`src/rtl/axil_dn_pkg.sv`:
```
package axil_dn_pkg;
  localparam int WIDE_W      = 64;
  localparam int NARROW_W    = 32;
  localparam int WIDE_STRB   = WIDE_W / 8;
  localparam int NARROW_STRB = NARROW_W / 8;
  localparam int HI_BIT      = $clog2(NARROW_STRB);

  typedef logic [1:0] resp_t;
  localparam resp_t RESP_OKAY = 2'd0;

  typedef enum logic [1:0] {XS_IDLE, XS_BUS, XS_RESP} xfer_state_e;

  // larger code wins: DECERR > SLVERR > EXOKAY > OKAY
  function automatic resp_t worse_resp(resp_t a, resp_t b);
    return (a > b) ? a : b;
  endfunction
endpackage

```
`src/rtl/axil_dn_wr.sv`:
```
module axil_dn_wr
  import axil_dn_pkg::*;
#(
  parameter int ADDR_W = 32
) (
  input  logic                   clk_i,
  input  logic                   rst_ni,
  input  logic [ADDR_W-1:0]      s_aw_addr_i,
  input  logic [2:0]             s_aw_prot_i,
  input  logic                   s_aw_valid_i,
  output logic                   s_aw_ready_o,
  input  logic [WIDE_W-1:0]      s_w_data_i,
  input  logic [WIDE_STRB-1:0]   s_w_strb_i,
  input  logic                   s_w_valid_i,
  output logic                   s_w_ready_o,
  output resp_t                  s_b_resp_o,
  output logic                   s_b_valid_o,
  input  logic                   s_b_ready_i,
  output logic [ADDR_W-1:0]      m_aw_addr_o,
  output logic [2:0]             m_aw_prot_o,
  output logic                   m_aw_valid_o,
  input  logic                   m_aw_ready_i,
  output logic [NARROW_W-1:0]    m_w_data_o,
  output logic [NARROW_STRB-1:0] m_w_strb_o,
  output logic                   m_w_valid_o,
  input  logic                   m_w_ready_i,
  input  resp_t                  m_b_resp_i,
  input  logic                   m_b_valid_i,
  output logic                   m_b_ready_o
);
  localparam logic [ADDR_W-1:0] HI_OFS = ADDR_W'(1) << HI_BIT;

  xfer_state_e          state_q;
  logic [ADDR_W-1:0]    addr_q;
  logic [2:0]           prot_q;
  logic [WIDE_W-1:0]    data_q;
  logic [WIDE_STRB-1:0] strb_q;
  logic                 aw_pend_q, w_pend_q, cur_hi_q, more_q;
  resp_t                resp_q;

  logic accept, lo_any, hi_any, split, start_hi;

  assign accept   = (state_q == XS_IDLE) && s_aw_valid_i && s_w_valid_i;
  assign lo_any   = |s_w_strb_i[NARROW_STRB-1:0];
  assign hi_any   = |s_w_strb_i[WIDE_STRB-1:NARROW_STRB];
  assign split    = !s_aw_addr_i[HI_BIT] && lo_any && hi_any;
  assign start_hi = s_aw_addr_i[HI_BIT] || (hi_any && !lo_any);

  assign s_aw_ready_o = accept;
  assign s_w_ready_o  = accept;
  assign s_b_valid_o  = (state_q == XS_RESP);
  assign s_b_resp_o   = resp_q;

  assign m_aw_addr_o  = cur_hi_q ? (addr_q | HI_OFS) : addr_q;
  assign m_aw_prot_o  = prot_q;
  assign m_aw_valid_o = (state_q == XS_BUS) && aw_pend_q;
  assign m_w_data_o   = cur_hi_q ? data_q[WIDE_W-1:NARROW_W] : data_q[NARROW_W-1:0];
  assign m_w_strb_o   = cur_hi_q ? strb_q[WIDE_STRB-1:NARROW_STRB] : strb_q[NARROW_STRB-1:0];
  assign m_w_valid_o  = (state_q == XS_BUS) && w_pend_q;
  assign m_b_ready_o  = (state_q == XS_BUS) && !aw_pend_q && !w_pend_q;

  always_ff @(posedge clk_i or negedge rst_ni) begin
    if (!rst_ni) begin
      state_q   <= XS_IDLE;
      addr_q    <= '0;
      prot_q    <= '0;
      data_q    <= '0;
      strb_q    <= '0;
      aw_pend_q <= 1'b0;
      w_pend_q  <= 1'b0;
      cur_hi_q  <= 1'b0;
      more_q    <= 1'b0;
      resp_q    <= RESP_OKAY;
    end else begin
      unique case (state_q)
        XS_IDLE: if (accept) begin
          addr_q    <= s_aw_addr_i;
          prot_q    <= s_aw_prot_i;
          data_q    <= s_w_data_i;
          strb_q    <= s_w_strb_i;
          aw_pend_q <= 1'b1;
          w_pend_q  <= 1'b1;
          cur_hi_q  <= start_hi;
          more_q    <= split;
          resp_q    <= RESP_OKAY;
          state_q   <= XS_BUS;
        end
        XS_BUS: begin
          if (m_aw_valid_o && m_aw_ready_i) aw_pend_q <= 1'b0;
          if (m_w_valid_o && m_w_ready_i)   w_pend_q  <= 1'b0;
          if (m_b_valid_i && m_b_ready_o) begin
            resp_q <= worse_resp(resp_q, m_b_resp_i);
            if (more_q) begin
              more_q    <= 1'b0;
              cur_hi_q  <= 1'b1;
              aw_pend_q <= 1'b1;
              w_pend_q  <= 1'b1;
            end else begin
              state_q <= XS_RESP;
            end
          end
        end
        XS_RESP: if (s_b_ready_i) state_q <= XS_IDLE;
        default: state_q <= XS_IDLE;
      endcase
    end
  end
endmodule

```
`src/rtl/axil_dn_rd.sv`:
```
module axil_dn_rd
  import axil_dn_pkg::*;
#(
  parameter int ADDR_W = 32
) (
  input  logic                clk_i,
  input  logic                rst_ni,
  input  logic [ADDR_W-1:0]   s_ar_addr_i,
  input  logic [2:0]          s_ar_prot_i,
  input  logic                s_ar_valid_i,
  output logic                s_ar_ready_o,
  output logic [WIDE_W-1:0]   s_r_data_o,
  output resp_t               s_r_resp_o,
  output logic                s_r_valid_o,
  input  logic                s_r_ready_i,
  output logic [ADDR_W-1:0]   m_ar_addr_o,
  output logic [2:0]          m_ar_prot_o,
  output logic                m_ar_valid_o,
  input  logic                m_ar_ready_i,
  input  logic [NARROW_W-1:0] m_r_data_i,
  input  resp_t               m_r_resp_i,
  input  logic                m_r_valid_i,
  output logic                m_r_ready_o
);
  localparam logic [ADDR_W-1:0] HI_OFS = ADDR_W'(1) << HI_BIT;

  xfer_state_e       state_q;
  logic [ADDR_W-1:0] addr_q;
  logic [2:0]        prot_q;
  logic [WIDE_W-1:0] data_q;
  logic              ar_pend_q, cur_hi_q, more_q;
  resp_t             resp_q;

  assign s_ar_ready_o = (state_q == XS_IDLE);
  assign s_r_valid_o  = (state_q == XS_RESP);
  assign s_r_data_o   = data_q;
  assign s_r_resp_o   = resp_q;

  assign m_ar_addr_o  = cur_hi_q ? (addr_q | HI_OFS) : addr_q;
  assign m_ar_prot_o  = prot_q;
  assign m_ar_valid_o = (state_q == XS_BUS) && ar_pend_q;
  assign m_r_ready_o  = (state_q == XS_BUS) && !ar_pend_q;

  always_ff @(posedge clk_i or negedge rst_ni) begin
    if (!rst_ni) begin
      state_q   <= XS_IDLE;
      addr_q    <= '0;
      prot_q    <= '0;
      data_q    <= '0;
      ar_pend_q <= 1'b0;
      cur_hi_q  <= 1'b0;
      more_q    <= 1'b0;
      resp_q    <= RESP_OKAY;
    end else begin
      unique case (state_q)
        XS_IDLE: if (s_ar_valid_i) begin
          addr_q    <= s_ar_addr_i;
          prot_q    <= s_ar_prot_i;
          ar_pend_q <= 1'b1;
          cur_hi_q  <= s_ar_addr_i[HI_BIT];
          more_q    <= !s_ar_addr_i[HI_BIT];
          resp_q    <= RESP_OKAY;
          state_q   <= XS_BUS;
        end
        XS_BUS: begin
          if (m_ar_valid_o && m_ar_ready_i) ar_pend_q <= 1'b0;
          if (m_r_valid_i && m_r_ready_o) begin
            resp_q <= worse_resp(resp_q, m_r_resp_i);
            if (cur_hi_q) data_q[WIDE_W-1:NARROW_W] <= m_r_data_i;
            else          data_q[NARROW_W-1:0]      <= m_r_data_i;
            if (more_q) begin
              more_q    <= 1'b0;
              cur_hi_q  <= 1'b1;
              ar_pend_q <= 1'b1;
            end else begin
              state_q <= XS_RESP;
            end
          end
        end
        XS_RESP: if (s_r_ready_i) state_q <= XS_IDLE;
        default: state_q <= XS_IDLE;
      endcase
    end
  end
endmodule

```
`src/rtl/axil_dn_bridge.sv`:
```
module axil_dn_bridge
  import axil_dn_pkg::*;
#(
  parameter int ADDR_W = 32
) (
  input  logic                   clk_i,
  input  logic                   rst_ni,
  input  logic [ADDR_W-1:0]      s_aw_addr_i,
  input  logic [2:0]             s_aw_prot_i,
  input  logic                   s_aw_valid_i,
  output logic                   s_aw_ready_o,
  input  logic [WIDE_W-1:0]      s_w_data_i,
  input  logic [WIDE_STRB-1:0]   s_w_strb_i,
  input  logic                   s_w_valid_i,
  output logic                   s_w_ready_o,
  output logic [1:0]             s_b_resp_o,
  output logic                   s_b_valid_o,
  input  logic                   s_b_ready_i,
  input  logic [ADDR_W-1:0]      s_ar_addr_i,
  input  logic [2:0]             s_ar_prot_i,
  input  logic                   s_ar_valid_i,
  output logic                   s_ar_ready_o,
  output logic [WIDE_W-1:0]      s_r_data_o,
  output logic [1:0]             s_r_resp_o,
  output logic                   s_r_valid_o,
  input  logic                   s_r_ready_i,
  output logic [ADDR_W-1:0]      m_aw_addr_o,
  output logic [2:0]             m_aw_prot_o,
  output logic                   m_aw_valid_o,
  input  logic                   m_aw_ready_i,
  output logic [NARROW_W-1:0]    m_w_data_o,
  output logic [NARROW_STRB-1:0] m_w_strb_o,
  output logic                   m_w_valid_o,
  input  logic                   m_w_ready_i,
  input  logic [1:0]             m_b_resp_i,
  input  logic                   m_b_valid_i,
  output logic                   m_b_ready_o,
  output logic [ADDR_W-1:0]      m_ar_addr_o,
  output logic [2:0]             m_ar_prot_o,
  output logic                   m_ar_valid_o,
  input  logic                   m_ar_ready_i,
  input  logic [NARROW_W-1:0]    m_r_data_i,
  input  logic [1:0]             m_r_resp_i,
  input  logic                   m_r_valid_i,
  output logic                   m_r_ready_o
);
  axil_dn_wr #(.ADDR_W(ADDR_W)) u_wr (
    .clk_i, .rst_ni,
    .s_aw_addr_i, .s_aw_prot_i, .s_aw_valid_i, .s_aw_ready_o,
    .s_w_data_i, .s_w_strb_i, .s_w_valid_i, .s_w_ready_o,
    .s_b_resp_o, .s_b_valid_o, .s_b_ready_i,
    .m_aw_addr_o, .m_aw_prot_o, .m_aw_valid_o, .m_aw_ready_i,
    .m_w_data_o, .m_w_strb_o, .m_w_valid_o, .m_w_ready_i,
    .m_b_resp_i, .m_b_valid_i, .m_b_ready_o
  );

  axil_dn_rd #(.ADDR_W(ADDR_W)) u_rd (
    .clk_i, .rst_ni,
    .s_ar_addr_i, .s_ar_prot_i, .s_ar_valid_i, .s_ar_ready_o,
    .s_r_data_o, .s_r_resp_o, .s_r_valid_o, .s_r_ready_i,
    .m_ar_addr_o, .m_ar_prot_o, .m_ar_valid_o, .m_ar_ready_i,
    .m_r_data_i, .m_r_resp_i, .m_r_valid_i, .m_r_ready_o
  );
endmodule

```
`config.mk`:
```
export PLATFORM = sky130hd
export DESIGN_NAME = axil_dn_bridge
export DESIGN_NICKNAME = d
export VERILOG_FILES = /design/src/rtl/axil_dn_pkg.sv /design/src/rtl/axil_dn_wr.sv /design/src/rtl/axil_dn_rd.sv /design/src/rtl/axil_dn_bridge.sv
export SDC_FILE = /design/constraint.sdc
export NUM_CORES = 1
export LEC_CHECK = 0
export BUFFER_PORTS_ARGS = -buffer_cell sky130_fd_sc_hd__buf_2
export CELL_PAD_IN_SITES_DETAIL_PLACEMENT = 2
export CELL_PAD_IN_SITES_GLOBAL_PLACEMENT = 2
export CORE_ASPECT_RATIO = 0.6
export CORE_MARGIN = 4
export CORE_UTILIZATION = 32
export CTS_BUF_LIST = sky130_fd_sc_hd__clkbuf_4
export DETAILED_ROUTE_END_ITERATION = 10
export PLACE_DENSITY = 0.91
export SLEW_MARGIN = 20
export SYNTH_ARGS = -nofsm -noshare
export SYNTH_HDL_FRONTEND = slang
export SYNTH_SLANG_ARGS = --single-unit
```
`constraint.sdc`:
```
create_clock -name clk_i -period 2 [get_ports clk_i]
set_clock_uncertainty 0.05 [all_clocks]
set_input_delay 0.1 -clock clk_i [delete_from_list [all_inputs] [get_ports clk_i]]
set_output_delay 0.1 -clock clk_i [all_outputs]
set_load 0.005 [all_outputs]
```
Yosys cells after proc, flatten, opt, wreduce, memory -nomap -nowiden --
Index checks and enable logic that the tools add are counted. W data, S select, Z words.
Word-level totals: logic and storage cells 131, input bits 190, bits in registers 221, output and inout port bits 184
Cells by class: muxes and demuxes 50, $lt $le $gt $ge 2, bitwise operators 1, equal/unequal tests 16, reductions and logical operators 43
Operators by type and width (number):
- $mux W32 | 1
- $mux W2 | 14
- $reduce_and A4 Y1 | 6
- $mux W1 | 21
- $logic_and A1 B1 Y1 | 16
- $ne A2 B2 Y1 const B | 8
- $pmux W1 S2 | 7
- $pmux W2 S3 | 2
- $reduce_and A3 Y1 | 4
- $ne A2 B1 Y1 const B | 4
- $pmux W2 S2 | 2
- $reduce_and A2 Y1 | 4
- $reduce_or A4 Y1 | 2
- $logic_not A1 Y1 | 6
- $mux W3 | 2
- $eq A2 B1 Y1 const B | 2
- $eq A2 B2 Y1 const B | 2
- $gt A2 B2 Y1 | 2
- $logic_not A2 Y1 | 2
- $mux W4 | 1
- $reduce_bool A2 Y1 | 2
- $logic_or A1 B1 Y1 | 1
- $not A1 Y1 | 1

Longest topological paths before layout --
Gate-level depths: netlist of the first run.
depth after elaboration 7, gate-level depth with buffers 6, gate-level depth less buffers 6

Modules after synthesis --
A second synthesis of the first run with hierarchy kept.
Unflattened totals: cells, all modules 714, area total of the unflattened synthesis 9658.0 sq um
Modules (own cells, without submodules):
- axil_dn_wr | seq. area each 2877.8 sq um, times used 1, area an instance 5177.5 sq um, cells an instance 354
- axil_dn_rd | seq. area each 2652.5 sq um, times used 1, area an instance 4480.5 sq um, cells an instance 360

Worst setup path before layout of the first run --
OpenSTA, ideal clock, no wires.
path type flip-flop to flip-flop, start register u_rd.ar_pend_q, end register u_rd.data_q[10] (netlist: u_rd.s_r_data_o[10]), setup time 125 ps, period minus slack after synthesis 1626 ps, stages on the path, launching flop included 6, data required time 1825 ps, arrival time 1451 ps, path slack 374 ps, path through dfrtp_1 and4bb_4 nor2b_4 buf_6 buf_8 mux2_4
Between the ends: word-level cells in the longest chain between the ends 4
RTL lines:
- start: declaration | line axil_dn_rd.sv:31 | logic ar_pend_q, cur_hi_q, more_q;
- start signal: assignment | line axil_dn_rd.sv:50 | ar_pend_q <= 1'b0;
- start signal: assignment | line axil_dn_rd.sv:59 | ar_pend_q <= 1'b1;
- start signal: assignment | line axil_dn_rd.sv:66 | if (m_ar_valid_o && m_ar_ready_i) ar_pend_q <= 1'b0;
- $logic_not A1 Y1 | line axil_dn_rd.sv:42 | assign m_r_ready_o = (state_q == XS_BUS) && !ar_pend_q;
- $logic_and A1 B1 Y1 | line axil_dn_rd.sv:42
- $logic_and A1 B1 Y1 | line axil_dn_rd.sv:67 | if (m_r_valid_i && m_r_ready_o) begin
- $reduce_and A3 Y1 (no line)
- end signal: indexed assignment | line axil_dn_rd.sv:69 | if (cur_hi_q) data_q[WIDE_W-1:NARROW_W] <= m_r_data_i;
- end signal: indexed assignment | line axil_dn_rd.sv:70 | else data_q[NARROW_W-1:0] <= m_r_data_i;
- end: declaration | line axil_dn_rd.sv:30 | logic [WIDE_W-1:0] data_q;
Every way passes these cells. A chain may end at the register's enable or synchronous reset.

Worst setup path in the final report of the first run --
start register u_wr.cur_hi_q, end output port m_w_strb_o[3]
Between the ends: word-level cells in the longest chain between the ends 1
RTL lines:
- start: declaration | line axil_dn_wr.sv:38 | logic aw_pend_q, w_pend_q, cur_hi_q, more_q;
- start signal: assignment | line axil_dn_wr.sv:83 | cur_hi_q <= start_hi;
- $mux W4 | line axil_dn_wr.sv:58 | assign m_w_strb_o = cur_hi_q ? strb_q[WIDE_STRB-1:NARROW_STRB] : strb_q[NARROW_STRB-1:0];
- end: declaration | line axil_dn_bridge.sv:32 | output logic [NARROW_STRB-1:0] m_w_strb_o,
Every way passes these cells.

==> impl_metrics.csv, run 1 <==
group,metric,value,unit
synthesis,seq_area_frac_synth,0.578,
cts,clockRootBuffer,"clkbuf_4",
setup_path,startpoint_type,"register",
setup_path,cp_max_fo,6,
synthesis,syn-num-nets,908,
cts,clk_latency,730,ps
sta,rsz0062_at_grt,"yes",
die,die_h,142,um
sta,finalSetupViolCount,39,
synthesis,async_reset_ff_frac,1.00,
detailed_routing,drc_errors,0,
placement,dpl.hpwl,25100,um
detailed_routing,drt-vias-per-instance,4.82,
synthesis,synth.avg_cell_area,13.4,um2
detailed_routing,wl_per_cell,29.0,um
grt,grt.overflow.total,0,
sta,min_period,2120,ps
setup_path,crit_path_end_kind,"primary output",
placement,preCtsSetupSlack,149,ps
die,die_area,0.0328,mm2
setup_path,cp_num_buf_inv,2,
detailed_routing,antenna_left,0,
die,fp-row-count,48,
worst_hold_path,hold_start,"s_w_data_i[15]",
sta,hold_violations,0,
sta,drv_slew,0,
cts,path_clk_slew,90,ps
setup_path,rr_startpoint,"u_wr.w_pend_q",
cells_and_area,fin_nets,1495,
power,totalPowerFinal,22.7,mW
power,powerDensity,1550,mW/mm2
grt,use_met3,0.0837,
setup_path,path_cells,"buf_4 > mux2_2 > buf_2",
synthesis,synth_ff_type,"dfrtp_1",
die,pin_count,374,
sta,relSlewSlack,0.372,
cells_and_area,mostFrequentLayoutCell,"buf_2",
cells_and_area,num-fill-cells,2878,
placement,portBuffers,373,
run,maxCapViolCount,0,
synthesis,synthCells,714,
grt,grt_pass1_wl,70600,um
cts,cts_num_sinks,221,
die,core,0.0291,mm2
setup_path,path_class,"register to primary output",
placement,place_congestion,0.778,
cts,cts_buffers,56,
power,p_leak,7.26,nW
synthesis,synth_warnings,0,
sta,period_share,1.06,
power,peakVddDrop,797,uV
cells_and_area,mostFrequentLayoutCells,"buf_2 (359), dfrtp_1 (217), dlygate4sd3_1 (200), mux2_2 (164), nand2_1 (118)",
sta,worst_pin_slew,933,ps
synthesis,synth_edf_count,0,
grt,grt_pass1_vias,10100,
status,violations,"setup timing",
synthesis,synth-seq-cells,221,
setup_path,max_stage_delay,550,ps
cells_and_area,area_growth_syn_to_layout,53.5,%
detailed_routing,dr.pass1.iters,4,
grt,grtUsageTotal,0.287,
sta,setup_ws,-122,ps
grt,grt_max_degree,84,
grt,antenna_found_initial,5,
cts,ctsHtreeMaxLevel,2,
cells_and_area,utilization,0.505,
cts,clockBufferDepth,3,
detailed_routing,routed_wl,50400,um
detailed_routing,num_vias,8384,
setup_path,crit_arrival,1970,ps
synthesis,ys_types,36,
status,status,"complete, but fails checks",
detailed_routing,initialDrtViolationCount,494,
synthesis,syn_area,0.00957,mm2
cells_and_area,drive_gt1_frac,0.548,
die,chipWidth,231,um
sta,finalSetupTns,-3360,ps
sta,fmax,471,MHz
die,start_util,0.329,
setup_path,critPathSlowestCell,"dfrtp_4",
grt,global_route.usage.met2,0.528,
setup_path,crit_required,1850,ps
setup_path,startpoint,"u_wr.cur_hi_q",
cts,cts_tree,"done",
worst_hold_path,hold_path.class,"input port to register",
setup_path,cp_top_family,"flip-flops",
grt,use_met1,0.317,
grt,grt-busiest-layer,"met2",
-- logic make-up after synthesis --
kind of cell / count (synthesis) / synth area share
adder cells (fa/ha/maj): 4 / 0.00523
multiplexers: 211 / 0.260
AO/OA/AOI/OAI: 21 / 0.0146
flip-flops: 221 / 0.578
buffers and inverters: 107 / 0.0743
AND/OR/NAND/NOR: 150 / 0.0678
-- final cells by class --
cell class / instances / area, um2 / share of cell area
Multi-Input combinational cell: 386 / 3420 / 0.233
Timing Repair Buffer: 624 / 4520 / 0.308
Clock buffer: 84 / 631 / 0.0429
Clock inverter: 5 / 20.0 / 0.00136
Sequential cell: 221 / 5540 / 0.377
Tap cell: 400 / 500 / 0.0341
Inverter: 12 / 45.0 / 0.00307
Antenna cell: 6 / 15.0 / 0.00102
-- worst register-to-register path, cell delays in order (launching register included) --
cell and delay, ps:
dfrtp_1 480, nor3b_1 670, nand2_1 220, o2bb2ai_1 330
a22o_1 250
-- state kept, by name, indices dropped and copies added (netlist names), 2 cells and up --
name,count
u_rd.state_q,2
u_wr.data_q,64
u_wr.addr_q,32
u_rd.s_r_data_o,64
u_rd.addr_q,32
u_wr.state_q,2
u_rd.m_ar_prot_o,3
u_wr.s_b_resp_o,2
u_rd.s_r_resp_o,2
u_wr.m_aw_prot_o,3
u_wr.strb_q,8
-- metrics by stage --
| step | hold WS, ps | cell area (um2) | std cells |
|---|---|---|---|
| detailed placement | 120 | 11700 | 1424 |
| floorplan | -246 | 9570 | 714 |
| CTS | 19.3 | 14400 | 1718 |
| global route | 18.7 | 14700 | 1737 |
| finish | 89.3 | 14700 | 1738 |
| global placement | 87.6 | 11700 | 1424 |
-- repair_timing --
| action | CTS | global route |
|---|---|---|
| endpoints found under the hold margin | 442 | 0 |
| endpoints found under the setup margin | 42 | 54 |
| pin swaps | 1 | 3 |
| hold buffers | 200 | 0 |
| resized for setup | 9 | 37 |
| setup buffers | 5 | 13 |
| cloned | 0 | 1 |
-- where the power goes --
group / total (mW) / internal [mW] / switching [mW]
sequential: 8.70 / 6.71 / 1.98
combinational: 9.83 / 5.11 / 4.71
clock: 4.22 / 1.88 / 2.34
total: 22.7 / 13.7 / 9.04
-- synthesized netlist by cell type (all sizes together) (3+ instances only) --
cell type	instances	area, um2
ha	4	50.1
nor4	3	18.8
nor2b	4	32.5
nor2	6	22.5
a21oi	5	25.0
or2	4	25.0
inv	12	45.0
and2	3	18.8
o21ai	4	20.0
dfrtp	221	5530
nand2	119	449
clkbuf	5	18.8
mux2	209	2470
nor3b	3	22.5
nand2b	4	25.0
a22o	4	35.0
buf	90	647
-- worst paths after layout --
kind	cells after the start	slack, ps	to
hold reg to reg	1	440	u_rd.s_r_data_o[62]
hold / removal	3	90	u_wr.data_q[15]
min in group asynchronous	3	520	u_wr.m_aw_prot_o[2]
max in group asynchronous	4	610	u_rd.addr_q[24]
setup / recovery	3	-120	m_w_strb_o[3]
setup reg to reg	4	-60	u_wr.s_b_resp_o[1]
-- metal layers --
layer	wire length, um	vias to the layer above
li1	-	3543
met1	19500	4344
met2	26200	382
met3	3110	115
met4	1640	0
met5	0	-
No activity file was read; power rests on OpenSTA's default activity.
==> run 2: changes to the inputs <==
--- a/config.mk
+++ b/config.mk
@@ -14,6 +14,7 @@
 export CTS_BUF_LIST = sky130_fd_sc_hd__clkbuf_4
 export DETAILED_ROUTE_END_ITERATION = 10
 export PLACE_DENSITY = 0.91
+export REMOVE_ABC_BUFFERS = 1
 export SLEW_MARGIN = 20
 export SYNTH_ARGS = -nofsm -noshare
 export SYNTH_HDL_FRONTEND = slang
==> run 2 against run 1 <==
Combinational power rose by 0.4%. Die area did not move. Hold slack got worse by 68 ps. Setup slack improved by 26 ps. Critical path type unchanged. Global-route usage rose by 0.30 points. Sequential cell count did not move. The flow still finishes with violations (setup timing). Critical path depth did not move. Largest cell class unchanged. Sequential power fell by 0.6%.
==> impl_metrics.csv, run 2 (synthesized netlist as in run 1, its figures left out) <==
group,metric,value,unit
setup_path,startpoint_type,"register",
cts,path_clk_slew,80,ps
sta,hold_violations,0,
placement,dpl.hpwl,24900,um
grt,grt-busiest-layer,"met2",
placement,numPlacedInstances,1409,
power,p_leak,7.18,nW
cells_and_area,fin_area,0.0146,mm2
power,powerDensity,1560,mW/mm2
sta,rsz0062_at_grt,"yes",
cells_and_area,fin_cells,1718,
setup_path,cp_top_family,"flip-flops",
cts,clockBufferDepth,3,
sta,fmax,477,MHz
die,die_area,0.0328,mm2
sta,min_period,2100,ps
detailed_routing,routed_wl,50000,um
placement,preCtsSetupSlack,212,ps
setup_path,max_stage_delay,430,ps
detailed_routing,drc_errors,0,
placement,portBuffers,373,
setup_path,cp_max_fo,22,
detailed_routing,dr.pass1.iters,4,
sta,finalSetupTns,-1090,ps
setup_path,path_class,"register to primary output",
power,peakVddDrop,790,uV
sta,finalSetupViolCount,23,
run,maxCapViolCount,0,
sta,drv_slew,0,
cts,clockRootBuffer,"clkbuf_4",
setup_path,crit_arrival,1950,ps
cts,cts_buffers,55,
cells_and_area,area_growth_syn_to_layout,52.4,%
grt,grtUsageTotal,0.290,
sta,holdWs,21.8,ps
placement,placed_area,0.0115,mm2
setup_path,crit_required,1850,ps
setup_path,cp_num_buf_inv,2,
detailed_routing,wl_per_cell,29.1,um
die,die_h,142,um
cells_and_area,mostFrequentLayoutCell,"buf_2",
sta,relSlewSlack,0.641,
die,chipWidth,231,um
cts,clk_latency,720,ps
cells_and_area,mostFrequentLayoutCells,"buf_2 (355), dfrtp_1 (216), dlygate4sd3_1 (200), mux2_2 (154), nand2_1 (118)",
setup_path,path_cells,"buf_12 > mux2_2 > buf_2",
grt,global_route.usage.met2,0.543,
grt,use_met1,0.318,
sta,setup_ws,-96.0,ps
cts,cts_tree,"done",
die,pin_count,374,
grt,use_met3,0.0847,
cts,ctsHtreeMaxLevel,2,
cells_and_area,fin_nets,1469,
sta,period_share,1.05,
detailed_routing,num_vias,8364,
setup_path,crit_path_end_kind,"primary output",
status,status,"complete, but fails checks",
detailed_routing,antenna_left,0,
setup_path,critPathSlowestCell,"dfrtp_2",
detailed_routing,initialDrtViolationCount,474,
die,core,0.0291,mm2
grt,grt_pass1_wl,71100,um
cells_and_area,drive_gt1_frac,0.534,
grt,grt_pass1_vias,10100,
worst_hold_path,hold_path.class,"input port to register",
die,fp-row-count,48,
placement,place_congestion,0.774,
cells_and_area,num-fill-cells,2902,
die,start_util,0.329,
sta,worst_pin_slew,538,ps
grt,antenna_found_initial,10,
grt,grt_max_degree,68,
grt,grt.overflow.total,0,
cts,cts_num_sinks,221,
status,violations,"setup timing",
detailed_routing,drt-vias-per-instance,4.87,
==> run 2: metal layers <==
layer / wire length [um] / vias to the layer above
li1: - / 3513
met4: 1660 / 0
met3: 3280 / 119
met2: 26200 / 390
met5: 0 / -
met1: 18900 / 4342
==> run 2: repair_timing <==
action                                  CTS  global route
endpoints found under the setup margin   41            91
endpoints found under the hold margin   442             0
gates cloned                              2             0
pin swaps                                 1             0
hold buffers                            201             0
buffers inserted                          2             4
gates resized for setup                  12            44
==> run 2: path summary, 6_finish.rpt <==
path	end	from	slack (ps)	cells after the start
max in group asynchronous	u_wr.addr_q[11]	rst_ni	950	4
max	m_w_data_o[30]	u_wr.cur_hi_q	-100	3
min in group asynchronous	u_wr.data_q[27]	rst_ni	510	4
min reg2reg	u_rd.addr_q[20]	u_rd.addr_q[20]	430	2
max reg2reg	u_wr.data_q[57]	u_wr.state_q[1]	50	6
min	u_wr.data_q[3]	s_w_valid_i	20	5
==> run 2: power by group <==
group          leakage, nW  switching (mW)  internal [mW]
sequential            2.66            1.94           6.71
combinational         4.13            4.72           5.15
clock                0.399            2.25           1.94
==> run 2: worst min-delay path, cell delays in order <==
cell and delay [ps]:
buf_2 120, nand2_1 120, nor3_4 70, buf_12 130, mux2_2 230
==> run 2: cell type report <==
| cell class | instances | area [um2] | share of cell area |
|---|---|---|---|
| diodes | 10 | 25.0 | 0.00172 |
| clock buffers | 80 | 601 | 0.0412 |
| clock inverters | 10 | 63.8 | 0.00438 |
| inverters | 12 | 45.0 | 0.00309 |
| multi-input cells | 386 | 3440 | 0.236 |
| flip-flops and latches | 221 | 5540 | 0.380 |
| well taps | 400 | 500 | 0.0343 |
| repair buffers | 599 | 4360 | 0.299 |
==> run 2: through the flow <==
step,util,power (mW)
after floorplan,-,11.8
after global placement,0.396,15.1
after detailed placement,0.396,15.9
after CTS,0.493,20.7
after global routing,0.501,23.7
final,0.501,22.7
